$ cat src/rtl/spwm3_pkg.sv
package spwm3_pkg;

  // Sequencer states: wait for period start, then one state per phase request,
  // then a final state in which the last sample is staged and the phase advances.
  typedef enum logic [2:0] {
    SQ_IDLE = 3'd0,
    SQ_REQ_A = 3'd1,
    SQ_REQ_B = 3'd2,
    SQ_REQ_C = 3'd3,
    SQ_FIN   = 3'd4
  } seq_st_e;

  localparam int NUM_PH = 3;

endpackage

$ cat src/rtl/spwm3_sine.sv
// Shared sine evaluator: parabolic half-wave approximation, one registered sample
// per enabled cycle.
module spwm3_sine #(
  parameter int PW = 16,  // phase word width
  parameter int SW = 8    // sample / PWM resolution
) (
  input  logic                 clk,
  input  logic                 rst_n,
  input  logic                 ce,
  input  logic [PW-1:0]        phase_i,
  output logic signed [SW-1:0] smp_o
);

  localparam int HB   = SW + 1;           // index bits within a half cycle
  localparam int IB   = HB + 1;           // index bits including half select
  localparam int PRW  = 2 * HB + 1;       // product width
  localparam int MAXV = (1 << (SW - 1)) - 1;

  logic [IB-1:0]  idx;
  logic [HB-1:0]  x_pos;
  logic [HB:0]    x_rem;
  logic [PRW-1:0] prod;
  logic [HB:0]    mag_full;
  logic [SW-1:0]  mag;
  logic [SW-1:0]  smp_d;
  logic [SW-1:0]  smp_q;
  logic           unused_sine_bits;

  assign idx   = phase_i[PW-1 -: IB];
  assign x_pos = idx[HB-1:0];
  assign x_rem = (HB+1)'(1 << HB) - {1'b0, x_pos};
  assign prod  = PRW'(x_pos) * PRW'(x_rem);
  assign mag_full = prod[PRW-1 -: (HB+1)];
  assign unused_sine_bits = ^{prod[HB-1:0], phase_i[PW-IB-1:0]};

  always_comb begin
    if (mag_full > (HB+1)'(MAXV)) begin
      mag = SW'(MAXV);
    end else begin
      mag = mag_full[SW-1:0];
    end
    if (idx[IB-1]) begin
      smp_d = SW'(-mag);
    end else begin
      smp_d = mag;
    end
  end

  always_ff @(posedge clk or negedge rst_n) begin
    if (!rst_n) begin
      smp_q <= '0;
    end else if (ce) begin
      smp_q <= smp_d;
    end
  end

  assign smp_o = $signed(smp_q);

  // the sample register holds while the enable is low
  assert_sine_hold_R8: assert property (@(posedge clk) disable iff (!rst_n)
    !ce |=> $stable(smp_q));

endmodule

$ cat src/rtl/spwm3_seq.sv
// Sequencer: owns the phase accumulator and walks A, B, C through the shared
// sine evaluator once per carrier period.
module spwm3_seq
  import spwm3_pkg::*;
#(
  parameter int PW = 16
) (
  input  logic              clk,
  input  logic              rst_n,
  input  logic              en,
  input  logic              wrap_i,
  input  logic [PW-1:0]     freq_i,
  output logic [PW-1:0]     phase_o,
  output logic [NUM_PH-1:0] stage_en_o
);

  localparam logic [PW-1:0] OFS_B = PW'((64'd1 << PW) / 3);
  localparam logic [PW-1:0] OFS_C = PW'(2 * ((64'd1 << PW) / 3));

  seq_st_e       st_q, st_d;
  logic          pend_q, pend_d;
  logic [PW-1:0] acc_q, acc_d;

  // next-state process
  always_comb begin
    st_d   = st_q;
    pend_d = pend_q;
    acc_d  = acc_q;
    if (en) begin
      unique case (st_q)
        SQ_IDLE: begin
          if (pend_q) begin
            st_d   = SQ_REQ_A;
            pend_d = 1'b0;
          end
        end
        SQ_REQ_A: st_d = SQ_REQ_B;
        SQ_REQ_B: st_d = SQ_REQ_C;
        SQ_REQ_C: st_d = SQ_FIN;
        SQ_FIN: begin
          st_d  = SQ_IDLE;
          acc_d = acc_q + freq_i;
        end
        default: st_d = SQ_IDLE;
      endcase
      if (wrap_i) begin
        pend_d = 1'b1;
      end
    end
  end

  // register process
  always_ff @(posedge clk or negedge rst_n) begin
    if (!rst_n) begin
      st_q   <= SQ_IDLE;
      pend_q <= 1'b1;
      acc_q  <= '0;
    end else begin
      st_q   <= st_d;
      pend_q <= pend_d;
      acc_q  <= acc_d;
    end
  end

  always_comb begin
    unique case (st_q)
      SQ_REQ_B: phase_o = acc_q + OFS_B;
      SQ_REQ_C: phase_o = acc_q + OFS_C;
      default:  phase_o = acc_q;
    endcase
  end

  // The sample requested in one state is valid in the next one.
  assign stage_en_o[0] = en && (st_q == SQ_REQ_B);
  assign stage_en_o[1] = en && (st_q == SQ_REQ_C);
  assign stage_en_o[2] = en && (st_q == SQ_FIN);

  // at most one staging register is written per cycle
  assert_one_stage_R6: assert property (@(posedge clk) disable iff (!rst_n)
    $onehot0(stage_en_o));

  // the accumulator moves only when leaving the final state
  assert_acc_step_R7: assert property (@(posedge clk) disable iff (!rst_n)
    (acc_q != $past(acc_q)) |-> $past(en && st_q == SQ_FIN));

  // sequencer state holds while disabled
  assert_seq_hold_R8: assert property (@(posedge clk) disable iff (!rst_n)
    !en |=> ($stable(st_q) && $stable(acc_q)));

endmodule

$ cat src/rtl/spwm3_stage.sv
// Per-phase staging register: scales a signed sample into an unsigned duty.
module spwm3_stage #(
  parameter int SW = 8
) (
  input  logic                 clk,
  input  logic                 rst_n,
  input  logic                 ce,
  input  logic signed [SW-1:0] smp_i,
  input  logic [SW-1:0]        amp_i,
  output logic [SW-1:0]        duty_o
);

  localparam int PRW = 2 * SW + 1;
  localparam logic [SW-1:0] MID = SW'(1 << (SW - 1));

  logic signed [SW:0]    amp_s;
  logic signed [PRW-1:0] prod;
  logic [SW-1:0]         duty_d;
  logic [SW-1:0]         duty_q;
  logic                  unused_stage_bits;

  assign amp_s  = $signed({1'b0, amp_i});
  assign prod   = PRW'(smp_i) * PRW'(amp_s);
  // bits [2SW-1:SW] are the floor of prod / 2^SW, truncated to SW bits
  assign duty_d = MID + prod[2*SW-1:SW];
  assign unused_stage_bits = ^{prod[PRW-1], prod[SW-1:0]};

  always_ff @(posedge clk or negedge rst_n) begin
    if (!rst_n) begin
      duty_q <= '0;
    end else if (ce) begin
      duty_q <= duty_d;
    end
  end

  assign duty_o = duty_q;

  // a zero amplitude always stages the mid-scale duty
  assert_zero_amp_mid_R9: assert property (@(posedge clk) disable iff (!rst_n)
    (ce && amp_i == '0) |=> (duty_q == MID));

endmodule

$ cat src/rtl/spwm3_pwm.sv
// Single-phase carrier comparator with a load-gated duty register.
module spwm3_pwm #(
  parameter int SW = 8
) (
  input  logic          clk,
  input  logic          rst_n,
  input  logic          en,
  input  logic          ld_i,
  input  logic [SW-1:0] duty_i,
  output logic          pwm_o,
  output logic          wrap_o
);

  logic [SW-1:0] cnt_q, cnt_d;
  logic [SW-1:0] duty_q, duty_d;

  always_comb begin
    cnt_d  = cnt_q;
    duty_d = duty_q;
    if (en) begin
      cnt_d = cnt_q + SW'(1);
      if (ld_i) begin
        duty_d = duty_i;
      end
    end
  end

  always_ff @(posedge clk or negedge rst_n) begin
    if (!rst_n) begin
      cnt_q  <= '0;
      duty_q <= '0;
    end else begin
      cnt_q  <= cnt_d;
      duty_q <= duty_d;
    end
  end

  assign wrap_o = (cnt_q == '1);
  assign pwm_o  = (cnt_q < duty_q);

  // the carrier advances by one on every enabled cycle
  assert_count_step_R2: assert property (@(posedge clk) disable iff (!rst_n)
    en |=> (cnt_q == $past(cnt_q) + SW'(1)));

  // loads are requested only on the last count of a period
  assert_load_at_wrap_R6: assert property (@(posedge clk) disable iff (!rst_n)
    (en && ld_i) |-> wrap_o);

  // the applied duty changes only through a load
  assert_duty_by_load_R6: assert property (@(posedge clk) disable iff (!rst_n)
    (duty_q != $past(duty_q)) |-> $past(en && ld_i));

  // output frozen while disabled
  assert_out_hold_R8: assert property (@(posedge clk) disable iff (!rst_n)
    !en |=> $stable(pwm_o));

endmodule

$ cat src/rtl/spwm3_mod.sv
module spwm3_mod
  import spwm3_pkg::*;
#(
  parameter int PW = 16,
  parameter int SW = 8
) (
  input  logic          clk,
  input  logic          rst_n,
  input  logic          en,
  input  logic [PW-1:0] freq_word,
  input  logic [SW-1:0] mod_amp,
  output logic          out_a,
  output logic          out_b,
  output logic          out_c
);

  logic [PW-1:0]        phase;
  logic signed [SW-1:0] smp;
  logic [NUM_PH-1:0]    stage_en;
  logic [NUM_PH-1:0]    wrap;
  logic [NUM_PH-1:0]    pwm;
  logic [SW-1:0]        duty_stg [NUM_PH];

  spwm3_seq #(.PW(PW)) u_seq (
    .clk        (clk),
    .rst_n      (rst_n),
    .en         (en),
    .wrap_i     (wrap[0]),
    .freq_i     (freq_word),
    .phase_o    (phase),
    .stage_en_o (stage_en)
  );

  spwm3_sine #(.PW(PW), .SW(SW)) u_sine (
    .clk     (clk),
    .rst_n   (rst_n),
    .ce      (en),
    .phase_i (phase),
    .smp_o   (smp)
  );

  for (genvar k = 0; k < NUM_PH; k++) begin : g_phase
    spwm3_stage #(.SW(SW)) u_stage (
      .clk    (clk),
      .rst_n  (rst_n),
      .ce     (stage_en[k]),
      .smp_i  (smp),
      .amp_i  (mod_amp),
      .duty_o (duty_stg[k])
    );

    spwm3_pwm #(.SW(SW)) u_pwm (
      .clk    (clk),
      .rst_n  (rst_n),
      .en     (en),
      .ld_i   (wrap[0]),
      .duty_i (duty_stg[k]),
      .pwm_o  (pwm[k]),
      .wrap_o (wrap[k])
    );
  end

  assign out_a = pwm[0];
  assign out_b = pwm[1];
  assign out_c = pwm[2];

  // the three carriers stay in lock
  assert_carrier_lock_R2: assert property (@(posedge clk) disable iff (!rst_n)
    (wrap == '0) || (wrap == '1));

endmodule

$ cat config.mk
export PLATFORM = sky130hd
export DESIGN_NAME = spwm3_mod
export DESIGN_NICKNAME = d
export VERILOG_FILES = /design/src/rtl/spwm3_pkg.sv /design/src/rtl/spwm3_sine.sv /design/src/rtl/spwm3_seq.sv /design/src/rtl/spwm3_stage.sv /design/src/rtl/spwm3_pwm.sv /design/src/rtl/spwm3_mod.sv
export SDC_FILE = /design/constraint.sdc
export NUM_CORES = 1
export LEC_CHECK = 0
export ABC_AREA = 1
export BUFFER_PORTS_ARGS = -buffer_cell sky130_fd_sc_hd__clkbuf_2
export CORE_MARGIN = 2
export CORE_UTILIZATION = 50
export CTS_CLUSTER_DIAMETER = 150
export DETAILED_ROUTE_END_ITERATION = 7
export MAX_ROUTING_LAYER = met4
export PLACE_DENSITY = 0.64
export SLEW_MARGIN = 20
export SYNTH_ARGS = -nofsm -noshare
export SYNTH_HDL_FRONTEND = slang
export SYNTH_HIERARCHICAL = 1
export SYNTH_SLANG_ARGS = --single-unit
$ cat constraint.sdc
create_clock -name clk -period 9.3 [get_ports clk]
set_input_delay 0.93 -clock clk [delete_from_list [all_inputs] [get_ports clk]]
set_output_delay 0.93 -clock clk [all_outputs]
set_load 0.01 [all_outputs]
==> out/qor.csv, run 1 <==
metric,value,unit
I/O Buffers,29,
GRT Overall Usage,23.3,%
Worst-Margin Slew,1090,ps
CP Data Required Time,9540,ps
synth warn,6,
CTS tree,built,
first-pass detailed-route iteration total,5,
global-route wire length before repair,63.3,mm
Slew HR,27.5,%
pin count of the biggest net entering global routing,78,
nets@finish,2684,
CP max-delay cell,o21ai_1,
hpwl dp,28.6,mm
hold buffer count at CTS,0,
Synth Cell Area,16400,sq um
status,"complete, no violations",
worst min path class,input pin to asynchronous set/reset pin,
part of the cycle the worst path needs,81.4,%
Place WS,1820,ps
share of layout cells above drive strength 1,6.70,%
unrepaired setup endpoints after global routing,no,
Final Hold Viols,0,
clock tree buffer depth,2,
Worst Setup Path Type,flop to flop,
worst setup margin,1730,ps
Placement Cell Area,16800,sq um
Inserted Clock Buffers,9,
core region area,32400,sq um
number of antenna diodes,0,
antenna-violating nets left,0,
cell mode on critical path,nand2_1,
Post-Synthesis Cells,2303,
Sink Count,100,
syn avg cell area,7.11,sq um
max incr delay on CP,680,ps
max_cap viols,0,
design area,17200,sq um
overall die width,185,um
CP Data Arrival Time,7820,ps
clock latency on the worst-skew pair,360,ps
Final setup viols,0,
vias in the first global route,13400,
Clock H-tree levels,3,
"Clk pin slew, worst setup/hold paths",80,ps
min Tclk post-route,7570,ps
Core Rows,66,
Final Wtd Congestion,0.906,
Area Overhead vs Synth,4.76,%
Die Area,34200,sq um
Via density,4.97,
post_cts resized,0,
total grt overflow,0,
DP Cell Count,2723,
Root Driver,clkbuf_16,
Finished Layout Cells,2739,
Crit. End Element,flop,
TNS Setup,0,ps
Vias,13600,
Slew Limit Fails,0,
"critical path fanouts, max",11,
Initial Utilization,50.6,%
final WL,36.0,mm
fmax,0.132,GHz
crit path launch type,flop,
initial antenna violation count,0,
Worst Skew,13.9,ps
detailed router's first-iteration violation count,773,
Die Span Y,185,um
postcts setup bufs,0,
residual DRC count,0,
io pins,30,
Avg WL per Cell,13.1,um
[sequential cells by signal, indices dropped and copies added (netlist names)]
signal                  cells
u_seq/acc_q                16
u_seq/st_q                  3
g_phase.u_pwm/duty_q       24
g_phase.u_pwm/cnt_q        24
g_phase.u_stage/duty_o     24
u_seq/pend_q                1
u_sine/smp_o                8
[routing by layer]
layer	GRT usage, %	share of wire [%]
met5	-	0
met2	37.5	46
met3	2.32	4.2
met4	4.60	1.4
met1	32.1	49
[final cells by class]
| type | count | area, sq um |
|---|---|---|
| Inverter | 507 | 1910 |
| Clock inverter | 6 | 77.6 |
| Clock buffer | 10 | 229 |
| Sequential cell | 100 | 2500 |
| Fill cell | 3237 | 15200 |
| Tap cell | 442 | 553 |
| Multi-Input combinational cell | 1639 | 11700 |
| Timing Repair Buffer | 35 | 196 |
[critical path: cells and delay by family (launching register included)]
family | cells | cell delay, ps
AOI/OAI and AO/OA | 6 | 1500
adders and majority gates | 9 | 3370
buffers and inverters | 5 | 400
DFF | 1 | 470
and+or+nand+nor | 17 | 1690
[cell usage in the layout (no fill, tap or decap), types with 22 or more instances in the layout]
cell type  count
nand2_1      669
inv_1        483
ha_1         203
fa_1         162
nor2_1       159
nand3_1      112
dfrtp_1       99
a21oi_1       85
o21ai_0       32
clkbuf_2      28
xor2_1        22
[metrics by stage]
| stage | hold WS, ps | util (%) |
|---|---|---|
| 3_5_place_dp | 469 | 52.0 |
| 4_1_cts | 460 | 53.0 |
| 5_1_grt | 469 | 53.0 |
| 3_3_place_gp | 468 | 52.0 |
| 6_report | 467 | 53.0 |
| 2_1_floorplan | 450 | - |
[final timing paths]
check                           slack [ps]                                  endpoint  depth (start not counted)                                      from
worst max-delay path                  1730               u_sine/smp_o[4]$_DFFE_PN0P_                         37                u_seq/acc_q[1]$_DFFE_PN0P_
min in group clk                       480  g_phase[1].u_stage/duty_o[7]$_DFFE_PN0P_                          2  g_phase[1].u_stage/duty_o[7]$_DFFE_PN0P_
worst max register to register        1730               u_sine/smp_o[4]$_DFFE_PN0P_                         37                u_seq/acc_q[1]$_DFFE_PN0P_
worst min register to register         480  g_phase[1].u_stage/duty_o[7]$_DFFE_PN0P_                          2  g_phase[1].u_stage/duty_o[7]$_DFFE_PN0P_
max in group asynchronous             7820    g_phase[0].u_pwm/duty_q[2]$_DFFE_PN0P_                          2                                     rst_n
worst min-delay path                   470                u_seq/acc_q[3]$_DFFE_PN0P_                          1                                     rst_n
Power of run 1 is not shown: default switching activity piles up to over one toggle a cycle in this logic, so the estimate is an artifact.
==> run 2, diff against run 1 <==
--- a/config.mk
+++ b/config.mk
@@ -12,7 +12,7 @@
 export CTS_CLUSTER_DIAMETER = 150
 export DETAILED_ROUTE_END_ITERATION = 7
 export MAX_ROUTING_LAYER = met4
-export PLACE_DENSITY = 0.64
+export PLACE_DENSITY = 0.66
 export SLEW_MARGIN = 20
 export SYNTH_ARGS = -nofsm -noshare
 export SYNTH_HDL_FRONTEND = slang
==> constraint.sdc (replaced) <==
create_clock -name clk -period 6.5 [get_ports clk]
set_input_delay 0.65 -clock clk [delete_from_list [all_inputs] [get_ports clk]]
set_output_delay 0.65 -clock clk [all_outputs]
set_load 0.01 [all_outputs]
==> run 2 against run 1 <==
The flow now finishes with violations (setup timing). Count of clock-buffer cells in the layout rose by 1. Cell count rose by 6.4%. Highest routed layer unchanged. Global-route usage rose by 2.2 points. Critical endpoint unchanged. Sequential cell count did not move. Non-clock buffer count rose by 176.
==> out/qor.csv, run 2 (same netlist as run 1, synthesis figures left out) <==
metric,value,unit,change
antenna-violating nets left,0,,unchanged
vias in the first global route,14700,,+10%
clock tree buffer depth,2,,unchanged
CTS tree,built,,
Final setup viols,4,,+4
Area Overhead vs Synth,16.3,%,
crit path launch type,flop,,
Die Area,34200,sq um,unchanged
global-route wire length before repair,68.8,mm,+8.7%
CP max-delay cell,dfrtp_2,,
max_cap viols,0,,unchanged
number of antenna diodes,0,,unchanged
hpwl dp,31.2,mm,+9.1%
GRT Overall Usage,25.5,%,+2.2 points
"most common cell after layout, fill and taps aside",nand2_1,,
"Clk pin slew, worst setup/hold paths",80,ps,about the same
Root Driver,clkbuf_16,,
Via density,5.01,,+0.71%
part of the cycle the worst path needs,104,%,+23 points
Initial Utilization,50.6,%,unchanged
Final Wtd Congestion,0.996,,+9.9%
worst setup margin,-279,ps,-2000 ps
Core Rows,66,,unchanged
Avg WL per Cell,13.8,um,+4.7%
Worst Skew,11.9,ps,-2.06 ps
final WL,40.1,mm,+11%
Placement Cell Area,17800,sq um,+5.9%
worst min path class,input pin to asynchronous set/reset pin,,
Crit. End Element,flop,,
clock latency on the worst-skew pair,370,ps,about the same
io pins,30,,unchanged
initial antenna violation count,0,,unchanged
min Tclk post-route,6780,ps,-796 ps
Sink Count,100,,unchanged
detailed router's first-iteration violation count,773,,unchanged
design area,19000,sq um,+11%
status,"complete, but fails checks",,
Worst-Margin Slew,1020,ps,-63.3 ps
Highest Signal Layer,met4,,
residual DRC count,0,,unchanged
max incr delay on CP,470,ps,-210 ps
Clock H-tree levels,3,,unchanged
I/O Buffers,29,,unchanged
most frequent cells in the layout,"nand2_1 (635), inv_1 (470), ha_1 (190)",,
Slew Limit Fails,0,,unchanged
unrepaired setup endpoints after global routing,yes,,
routed wl met3,1.23,mm,-18%
Worst Setup Path Type,flop to flop,,
Final Hold Viols,0,,unchanged
first-pass detailed-route iteration total,5,,unchanged
CP Data Arrival Time,7030,ps,-790 ps
Met1 Wirelength,18.5,mm,+5.7%
fmax,0.148,GHz,+12%
Inserted Clock Buffers,9,,unchanged
Vias,14600,,+7.2%
core region area,32400,sq um,unchanged
cell mode on critical path,buf_4,,
nets@finish,2860,,+6.6%
hold buffer count at CTS,0,,unchanged
Slew HR,31.4,%,+4.0 points
failing checks,setup timing,,
CP Data Required Time,6750,ps,-2790 ps
"critical path fanouts, max",4,,-7
met2 wire len,19.5,mm,+18%
pin count of the biggest net entering global routing,54,,-31%
Fillers,3070,,-5.2%
total grt overflow,0,,unchanged
share of layout cells above drive strength 1,17.8,%,+11 points
Die Span Y,185,um,unchanged
overall die width,185,um,unchanged
run 2: changes by cell type in the layout (fill, tap and decap cells not counted), sizes merged:
cell / previous run / this run
buf: 7 / 183
bufinv: 1 / 0
clkbuf: 38 / 39
run 2: worst paths after layout:
path / to / cells after the start / start / slack (ps)
max: u_sine/smp_o[4]$_DFFE_PN0P_ / 56 / u_seq/acc_q[2]$_DFFE_PN0P_ / -280
min: g_phase[2].u_stage/duty_o[3]$_DFFE_PN0P_ / 1 / rst_n / 300
min in group clk: g_phase[1].u_stage/duty_o[7]$_DFFE_PN0P_ / 2 / g_phase[1].u_stage/duty_o[7]$_DFFE_PN0P_ / 480
min reg2reg: g_phase[1].u_stage/duty_o[7]$_DFFE_PN0P_ / 2 / g_phase[1].u_stage/duty_o[7]$_DFFE_PN0P_ / 480
max reg2reg: u_sine/smp_o[4]$_DFFE_PN0P_ / 56 / u_seq/acc_q[2]$_DFFE_PN0P_ / -280
max in group asynchronous: u_seq/acc_q[2]$_DFFE_PN0P_ / 2 / rst_n / 5050
run 2: per-layer routing:
layer	vias to the layer above	global-route usage, %
met1	7019	32.9
li1	7287	-
met5	-	-
met3	54	2.24
met4	0	7.30
met2	230	43.0
run 2: critical path: cells and delay by family (launching register included):
family,cells,cell delay [ps]
flops,1,470
fa+ha+maj,3,450
buf+inv,28,3350
simple gates,20,1740
compound gates,5,620
run 2: per-stage QoR:
stage	hold slack [ps]	setup TNS (ps)	worst slack, ps	utilization, %	cells
after floorplan	354	0	12.3	-	2310
after global placement	468	-618	-295	55.1	2851
after detailed placement	466	-1280	-411	55.1	2851
after CTS	324	-147	-74.5	57.9	2910
after global routing	349	-2620	-630	58.8	2915
final	295	-600	-279	58.8	2915
run 2: layout make-up:
class	count	area, sq um	area share [%]
clock buffer	11	243	1.27
clock inverter	5	41.3	0.217
inverter	507	1920	10.1
multi-input combinational	1639	12200	64.2
sequential	100	2510	13.2
tap	442	553	2.90
timing repair buffer	211	1550	8.13
run 2: what timing repair did:
item | CTS | global route
resized for setup | 64 | 74
setup buffers | 43 | 5
cloned | 0 | 0
pin swaps | 47 | 55
endpoints found under the setup margin | 7 | 8
Power of run 2 is left out for the same reason.
==> run 3, diff against run 2 <==
==> constraint.sdc (replaced) <==
create_clock -name clk -period 6.5 [get_ports clk]
set_input_delay 0.975 -clock clk [delete_from_list [all_inputs] [get_ports clk]]
set_output_delay 0.975 -clock clk [all_outputs]
set_load 0.01 [all_outputs]
==> run 3 against run 2 <==
The run still ends with setup timing left. Setup slack improved by 28 ps. Sequential cell count did not move. Die area did not move. Fmax rose by 0.41%. Hold slack improved by 190 ps. Critical path depth fell by 20.
==> out/qor.csv, run 3 (same netlist as run 1, synthesis figures left out) <==
metric,value,unit,change
Die Span Y,185,um,unchanged
detailed router's first-iteration violation count,793,,+2.6%
number of antenna diodes,0,,unchanged
max incr delay on CP,540,ps,+70 ps
Die Area,34200,sq um,unchanged
clock tree buffer depth,2,,unchanged
nets@finish,2830,,-1.0%
Multi-input gate area,12200,sq um,about the same
most frequent cells in the layout,"nand2_1 (647), inv_1 (468), ha_1 (186)",,
part of the cycle the worst path needs,104,%,-0.43 points
Vias,14300,,-2.0%
global-route wire length before repair,67.7,mm,-1.7%
"most common cell after layout, fill and taps aside",nand2_1,,
CP Data Required Time,6750,ps,about the same
Place WS,-424,ps,-12.1 ps
Final setup viols,2,,-2
CP Data Arrival Time,7000,ps,-30 ps
first-pass detailed-route iteration total,5,,unchanged
CTS tree,built,,
min Tclk post-route,6750,ps,-27.8 ps
pin count of the biggest net entering global routing,54,,unchanged
Worst Skew,11.9,ps,+0.0885 ps
Clock H-tree levels,3,,unchanged
initial antenna violation count,0,,unchanged
fmax,0.148,GHz,+0.41%
hpwl dp,31.1,mm,-0.31%
Inserted Clock Buffers,9,,unchanged
Worst Setup Path Type,flop to flop,,
Core Rows,66,,unchanged
status,"complete, but fails checks",,
Final Hold Viols,0,,unchanged
Avg WL per Cell,13.7,um,-0.70%
io pins,30,,unchanged
overall die width,185,um,unchanged
Via density,4.96,,-0.95%
Worst-Margin Slew,1060,ps,+32.0 ps
Root Driver,clkbuf_16,,
worst min path class,flop to flop,,
hold buffer count at CTS,0,,unchanged
unrepaired setup endpoints after global routing,yes,,
I/O Buffers,29,,unchanged
Slew HR,29.5,%,-1.9 points
Sink Count,100,,unchanged
antenna-violating nets left,0,,unchanged
crit path from,u_seq/acc_q[1]$_DFFE_PN0P_,,
HP Start,g_phase[0].u_stage/duty_o[5]$_DFFE_PN0P_,,
"Clk pin slew, worst setup/hold paths",70,ps,about the same
vias in the first global route,14400,,-2.4%
share of layout cells above drive strength 1,16.3,%,-1.5 points
residual DRC count,0,,unchanged
final WL,39.4,mm,-1.7%
max_cap viols,0,,unchanged
Area Overhead vs Synth,14.9,%,
"critical path fanouts, max",4,,unchanged
Slew Limit Fails,0,,unchanged
core region area,32400,sq um,unchanged
crit path launch type,flop,,
CP max-delay cell,fa_1,,
Crit. End Element,flop,,
Final Wtd Congestion,1.01,,+1.6%
Reg area,2510,sq um,about the same
Fillers,3104,,+1.1%
final core utilization,58.1,%,-0.72 points
TNS Setup,-473,ps,+128 ps
failing checks,setup timing,,
worst setup margin,-251,ps,+27.8 ps
GRT Overall Usage,25.1,%,-0.37 points
Initial Utilization,50.6,%,unchanged
total grt overflow,0,,unchanged
reg-to-reg startpoint,u_seq/acc_q[1]$_DFFE_PN0P_,,
clock latency on the worst-skew pair,380,ps,about the same
Hold WS,486,ps,+191 ps
## run 3: layout make-up
type / count / area share [%]
multi-input combinational: 1639 / 65.0
sequential: 100 / 13.3
inverter: 507 / 10.2
timing repair buffer: 181 / 7.00
tap: 442 / 2.94
clock buffer: 9 / 1.20
clock inverter: 7 / 0.366
## run 3: path summary, 6_finish.rpt
kind,slack (ps),end,cells after the start
worst max-delay path,-250,u_sine/smp_o[6]$_DFFE_PN0P_,36
worst min-delay path,490,g_phase[0].u_stage/duty_o[5]$_DFFE_PN0P_,2
worst max register to register,-250,u_sine/smp_o[6]$_DFFE_PN0P_,36
worst min register to register,490,g_phase[0].u_stage/duty_o[5]$_DFFE_PN0P_,2
max in group asynchronous,4740,u_seq/acc_q[2]$_DFFE_PN0P_,2
min in group asynchronous,600,g_phase[2].u_stage/duty_o[1]$_DFFE_PN0P_,1
## run 3: metrics by stage
| step | instances | area, sq um |
|---|---|---|
| after detailed placement | 2851 | 17800 |
| after floorplan | 2310 | 16400 |
| after global routing | 2885 | 18800 |
| final | 2885 | 18800 |
| after global placement | 2851 | 17800 |
| after CTS | 2880 | 18600 |
## run 3: critical path: cells and delay by family, from the launching register on
family / cells / cell delay [ps]
flip-flops: 1 / 400
adder cells (fa/ha/maj): 9 / 3240
buffers and inverters: 4 / 410
AND/OR/NAND/NOR: 17 / 1710
AO/OA/AOI/OAI: 6 / 870
## run 3: routing by layer
layer / GRT usage, % / vias to the layer above / part of all wire (%)
met3: 2.97 / 49 / 3.6
met1: 32.2 / 6793 / 46
met5: - / - / 0
met4: 6.86 / 0 / 2.0
met2: 42.2 / 239 / 49
li1: - / 7221 / -
## run 3: repair_timing
item / 4_1_cts / 5_1_grt
setup buffers: 13 / 5
endpoints found under the setup margin: 7 / 8
pin swaps: 51 / 48
gates resized for setup: 67 / 58
Power of run 3 is left out for the same reason.
